File: src/rtl/dmem_pkg.sv
package dmem_pkg;

    localparam int ADDR_W   = 7;
    localparam int DATA_W   = 8;
    localparam int GP_AW    = ADDR_W - 1;
    localparam int GP_DEPTH = 1 << GP_AW;

    localparam logic [ADDR_W-1:0] A_INDIRECT = 7'h00;
    localparam logic [ADDR_W-1:0] A_POINTER  = 7'h01;
    localparam logic [ADDR_W-1:0] A_ACCUM    = 7'h05;

    typedef logic [ADDR_W-1:0] addr_t;
    typedef logic [DATA_W-1:0] byte_t;

    typedef enum logic [2:0] {
        LOC_VOID,
        LOC_PTR,
        LOC_ACC,
        LOC_PH,
        LOC_GP
    } loc_kind_e;

    typedef struct packed {
        loc_kind_e kind;
        addr_t     eff;
    } route_t;

    function automatic logic in_gp(input addr_t a);
        return a[ADDR_W-1];
    endfunction

    function automatic byte_t ptr_view(input addr_t p);
        return {1'b1, p};
    endfunction

endpackage

File: src/rtl/dmem_route.sv
module dmem_route
    import dmem_pkg::*;
#(
    parameter int PH_BASE  = 16,
    parameter int PH_COUNT = 8
) (
    input  addr_t  addr,
    input  addr_t  ptr,
    output route_t route
);
    localparam int PH_LAST = PH_BASE + PH_COUNT - 1;

    always_comb begin
        route.eff  = (addr == A_INDIRECT) ? ptr : addr;
        route.kind = LOC_VOID;
        if (in_gp(route.eff))
            route.kind = LOC_GP;
        else if (route.eff == A_POINTER)
            route.kind = LOC_PTR;
        else if (route.eff == A_ACCUM)
            route.kind = LOC_ACC;
        else if (int'(route.eff) >= PH_BASE && int'(route.eff) <= PH_LAST)
            route.kind = LOC_PH;
    end

endmodule

File: src/rtl/dmem_gpr.sv
module dmem_gpr
    import dmem_pkg::*;
(
    input  logic             clk,
    input  logic             we,
    input  logic [GP_AW-1:0] idx,
    input  byte_t            wdata,
    output byte_t            rdata
);
    byte_t mem [GP_DEPTH];

    always_ff @(posedge clk) begin
        if (we)
            mem[idx] <= wdata;
    end

    assign rdata = mem[idx];

endmodule

File: src/rtl/dmem_core_regs.sv
module dmem_core_regs
    import dmem_pkg::*;
#(
    parameter int PH_BASE  = 16,
    parameter int PH_COUNT = 8
) (
    input  logic   clk,
    input  logic   rst,
    input  logic   wr_en,
    input  route_t route,
    input  byte_t  wdata,
    output byte_t  rdata,
    output addr_t  ptr_q,
    output byte_t  acc_q
);
    byte_t ph_q [PH_COUNT];
    byte_t ph_rd;

    always_ff @(posedge clk) begin
        if (rst) begin
            ptr_q <= '0;
            acc_q <= '0;
        end else if (wr_en) begin
            if (route.kind == LOC_PTR)
                ptr_q <= wdata[ADDR_W-1:0];
            if (route.kind == LOC_ACC)
                acc_q <= wdata;
        end
    end

    for (genvar g = 0; g < PH_COUNT; g++) begin : g_ph
        always_ff @(posedge clk) begin
            if (rst)
                ph_q[g] <= '0;
            else if (wr_en && route.kind == LOC_PH && int'(route.eff) == PH_BASE + g)
                ph_q[g] <= wdata;
        end
    end

    always_comb begin
        ph_rd = '0;
        for (int i = 0; i < PH_COUNT; i++)
            if (int'(route.eff) == PH_BASE + i)
                ph_rd = ph_q[i];
    end

    always_comb begin
        unique case (route.kind)
            LOC_PTR: rdata = ptr_view(ptr_q);
            LOC_ACC: rdata = acc_q;
            LOC_PH:  rdata = ph_rd;
            default: rdata = '0;
        endcase
    end

    logic rst_d;
    always_ff @(posedge clk) rst_d <= rst;

    assert_reset_clears_R8: assert property (@(posedge clk) disable iff (rst)
        rst_d |-> (ptr_q == '0 && acc_q == '0));

    assert_ptr_masked_R2: assert property (@(posedge clk) disable iff (rst)
        (wr_en && route.kind == LOC_PTR) |=> ptr_q == $past(wdata[ADDR_W-1:0]));

    assert_hold_without_write_R11: assert property (@(posedge clk) disable iff (rst)
        !wr_en |=> ($stable(ptr_q) && $stable(acc_q)));

endmodule

File: src/rtl/dmem_space.sv
module dmem_space
    import dmem_pkg::*;
#(
    parameter int PH_BASE  = 16,
    parameter int PH_COUNT = 8
) (
    input  logic                clk,
    input  logic                rst,
    input  logic [ADDR_W-1:0]   addr,
    input  logic                wr_en,
    input  logic [DATA_W-1:0]   wdata,
    output logic [DATA_W-1:0]   rdata,
    output logic [ADDR_W-1:0]   ptr_o,
    output logic [DATA_W-1:0]   acc_o
);
    route_t route;
    addr_t  ptr_q;
    byte_t  acc_q;
    byte_t  gp_rd;
    byte_t  reg_rd;

    dmem_route #(.PH_BASE(PH_BASE), .PH_COUNT(PH_COUNT)) u_route (
        .addr  (addr),
        .ptr   (ptr_q),
        .route (route)
    );

    dmem_gpr u_gpr (
        .clk   (clk),
        .we    (wr_en && route.kind == LOC_GP),
        .idx   (route.eff[GP_AW-1:0]),
        .wdata (wdata),
        .rdata (gp_rd)
    );

    dmem_core_regs #(.PH_BASE(PH_BASE), .PH_COUNT(PH_COUNT)) u_regs (
        .clk   (clk),
        .rst   (rst),
        .wr_en (wr_en),
        .route (route),
        .wdata (wdata),
        .rdata (reg_rd),
        .ptr_q (ptr_q),
        .acc_q (acc_q)
    );

    assign rdata = (route.kind == LOC_GP) ? gp_rd : reg_rd;
    assign ptr_o = ptr_q;
    assign acc_o = acc_q;

    assert_ptr_bit7_R3: assert property (@(posedge clk) disable iff (rst)
        (addr == A_POINTER) |-> (rdata[DATA_W-1] == 1'b1 && rdata[ADDR_W-1:0] == ptr_o));

    assert_null_ptr_read_R5: assert property (@(posedge clk) disable iff (rst)
        (addr == A_INDIRECT && ptr_o == '0) |-> rdata == '0);

    assert_null_ptr_write_R5: assert property (@(posedge clk) disable iff (rst)
        (wr_en && addr == A_INDIRECT && ptr_o == '0) |=> ($stable(ptr_o) && $stable(acc_o)));

    assert_reserved_zero_R6: assert property (@(posedge clk) disable iff (rst)
        (addr != A_INDIRECT && addr < 7'h40 && addr != A_POINTER && addr != A_ACCUM &&
         (int'(addr) < PH_BASE || int'(addr) >= PH_BASE + PH_COUNT)) |-> rdata == '0);

endmodule

File: config.mk
export PLATFORM = sky130hd
export DESIGN_NAME = dmem_space
export DESIGN_NICKNAME = d
export VERILOG_FILES = /design/src/rtl/dmem_pkg.sv /design/src/rtl/dmem_route.sv /design/src/rtl/dmem_gpr.sv /design/src/rtl/dmem_core_regs.sv /design/src/rtl/dmem_space.sv
export SDC_FILE = /design/constraint.sdc
export NUM_CORES = 1
export LEC_CHECK = 0
export ABC_CLOCK_PERIOD_IN_PS = 10350
export BUFFER_PORTS_ARGS = -buffer_cell sky130_fd_sc_hd__buf_2
export CAP_MARGIN = 0
export CORE_UTILIZATION = 55
export CTS_BUF_LIST = sky130_fd_sc_hd__clkbuf_4 sky130_fd_sc_hd__clkbuf_8 sky130_fd_sc_hd__clkbuf_16
export CTS_CLUSTER_SIZE = 12
export DETAILED_ROUTE_END_ITERATION = 8
export HOLD_SLACK_MARGIN = 0.08
export PLACE_DENSITY = 0.81
export SYNTH_ARGS = -nofsm -noshare
export SYNTH_HDL_FRONTEND = slang
export SYNTH_HIERARCHICAL = 1
export SYNTH_SLANG_ARGS = --single-unit
File: constraint.sdc
create_clock -name clk -period 10.35 [get_ports clk]
set_input_delay 3.105 -clock clk [delete_from_list [all_inputs] [get_ports clk]]
set_output_delay 3.105 -clock clk [all_outputs]
set_load 0.02 [all_outputs]
==> reports/metrics.cfg <==
[critical_path]
path_class=input port to output pin
end_kind=output pin
cp_num_cells=11
crit_chain=buf_2 -> or3_4 -> nor3_1 -> a31o_4 -> nor2_1 -> a221oi_1 -> o32ai_1 -> nor4_1 -> nand4_1 -> mux2_2 -> buf_2
cp.arrival_ns=7.06
crit_top_cell=buf_2
cp.required_ns=7.25
cp_num_buf_inv=2
reg2regPathDepth=6
path_max_fanout=36
slowest_delay_ns=0.63
crit_path_start_kind=input port
crit_slowest_cell=a31o_4
cp_top_family=simple AND/OR/NAND/NOR gates

[power_and_ir_drop]
peakVddDrop_mv=0.1295
total_leakage_power_nw=8.897
powerDensity_nw_per_um2=181.4

[yosys]
synth_edf_count=576
syn_avg_cell_area_sq_um=16.40
ys_seq_area_share_pct=72.27
syn_inst=1485
ys.flop_type=edfxtp_1
synth_fp_nets=1503
synth_seq_cells=591
synthArstFlopShare_pct=0
synth_area_sq_um=24350
ys_warn_count=6
synth_cell_types=68

[routing]
firstDrtPassIters=6
post-route-drc-count=0
ant_nets=0
drt_iter0_markers=1907
via_per_inst=6.741
detail_route.wl_per_cell_um=28.00
wl_mm=60.43
vias=14550

[cells_and_area]
regArea_sq_um=17600
area_growth_pct=10.97
layout_common_cells=edfxtp_1, nor2_1, mux2i_1
multi_input_area_sq_um=6262
num-nets-final=1563
final_common_cell=edfxtp_1
n_fill_cell=3016
drive_gt1_share_pct=18.64

[timing]
skew_ns=0.02133
finalCriticalPeriod_ns=10.16
slew_headroom_pct=2.421
worstMarginPinSlew_ns=1.461
timing.fmax_mhz=98.40
setup_viol=0
rsz0062_at_grt=no
whs_ns=0.5406
fin_crit_sh_pct=98.19
hold_violations=0
slew_viol_final=0
tns_ns=0

[placement]
port_buffers=40
gp_congestion=0.9397
hpwl_mm=36.63

[status]
status=finished clean

[die]
die_w_um=212.4
die_area_sq_um=45120
ios=41
rows=76
coreArea_sq_um=43360
fp.dieH_um=212.4
start_util_pct=56.15

[global_route]
grt_pass1_wl_mm=88.55
grt_pass1_vias=13810
grt_max_degree=75
antenna_found_initial=1
grt.overflow.total=0
globalRouteTotalUtil_pct=27.12

[clocking]
cts-root-buf=clkbuf_16
clock_path_buffers=3
numCtsBuffers=58
cts_tree=done
cts-resized-gates=0
cts.reportedPaths.clkPinSlew_ns=0.06
clock_latency_ns=0.62
cts.sinks=591
postCtsSetupBuffers=0
holdBufCountCts=0
h-tree-depth=2

[worst_hold_path]
hold_depth=2
min_path_type=flop to flop

[job]
max_cap_violations=0

## stage by stage
step           cell area (sq um)  util, %  setup WS [ns]  instances  power (mW)
2_1_floorplan              24350        -          1.439       1485       2.863
3_3_place_gp               25290    58.32         0.2881       2070       2.978
3_5_place_dp               25290    58.32         0.3238       2070       2.986
4_1_cts                    27020    62.31         0.3243       2157       4.914
5_1_grt                    27020    62.31         0.1119       2157       5.020
6_report                   27020    62.32         0.1871       2158       4.901
## Yosys cell counts (9+ instances only)
cell type	n	area, sq um
edfxtp_1	576	17300
nor2_1	111	416.7
mux2i_1	101	1011
nand2_1	51	191.4
a22oi_1	47	352.8
mux4_2	47	1059
and2_1	44	275.3
clkbuf_1	40	150.1
buf_2	37	185.2
a21oi_1	31	155.2
and2_2	30	225.2
o22ai_1	30	187.7
nand2b_1	26	162.7
a221oi_1	21	183.9
a31oi_1	17	106.4
o21ai_0	17	85.08
dfxtp_1	15	300.3
o221ai_1	14	122.6
mux2_2	13	146.4
nand3b_1	13	97.59
a221o_1	11	110.1
o22a_1	11	96.34
a22o_1	10	87.58
nor2b_1	10	62.56
and3_1	9	56.30
inv_1	9	33.78
nand3_1	9	45.04
## worst reg2reg max path: stages (launching register included)
cell and delay (ns):
dfxtp_1 0.43, nand3b_1 0.15, nand2_4 0.26, nor2b_2 0.91, buf_4 0.33, nand3_1 0.59
nor2_1 1.02
## power by group
part           leakage, nW  internal, mW  switching, mW  total [mW]
Clock                0.858          1.12          0.835        1.96
Sequential            5.33          2.65        0.00624        2.65
Combinational         2.71        0.0957          0.198       0.294
## state kept, by name (all words and copies together), names as in the netlist
register and flops:
u_regs/acc_q 8, u_regs/ph_q 64, u_regs/ptr_q 7, u_gpr/mem 512
## path summary, 6_finish.rpt
kind | startpoint | endpoint | slack [ns]
min reg2reg | u_regs/acc_q[2] | u_regs/acc_q[2] | 0.54
min | u_regs/acc_q[2] | u_regs/acc_q[2] | 0.54
max | addr[3] | rdata[2] | 0.19
max reg2reg | u_regs/ptr_q[0] | u_gpr/mem[37][0] | 6.27
## cells by family after synthesis
family / after synthesis / share of synthesized area [%]
simple gates: 355 / 8.175
buf+inv: 105 / 2.102
mux: 168 / 9.424
flops: 591 / 72.27
compound gates: 266 / 8.032
## layout make-up
| type | instances | area share, % |
|---|---|---|
| Sequential cell | 591 | 65.12 |
| Clock buffer | 73 | 5.899 |
| Timing Repair Buffer | 96 | 2.436 |
| Multi-Input combinational cell | 789 | 23.18 |
| Tap cell | 585 | 2.709 |
| Clock inverter | 14 | 0.5047 |
| Antenna cell | 1 | 0.009261 |
| Inverter | 9 | 0.1435 |
## metal layers
layer | routed length [um] | GRT usage (%) | share of wire, % | vias to the layer above
li1 | - | - | - | 6024
met5 | 16 | 0 | 0.026 | -
met1 | 22710 | 38.27 | 38 | 7242
met2 | 27780 | 40.84 | 46 | 1104
met3 | 7580 | 6.706 | 13 | 175
met4 | 2346 | 10.67 | 3.9 | 2
Note: power is estimated with default switching activity, not from simulation.
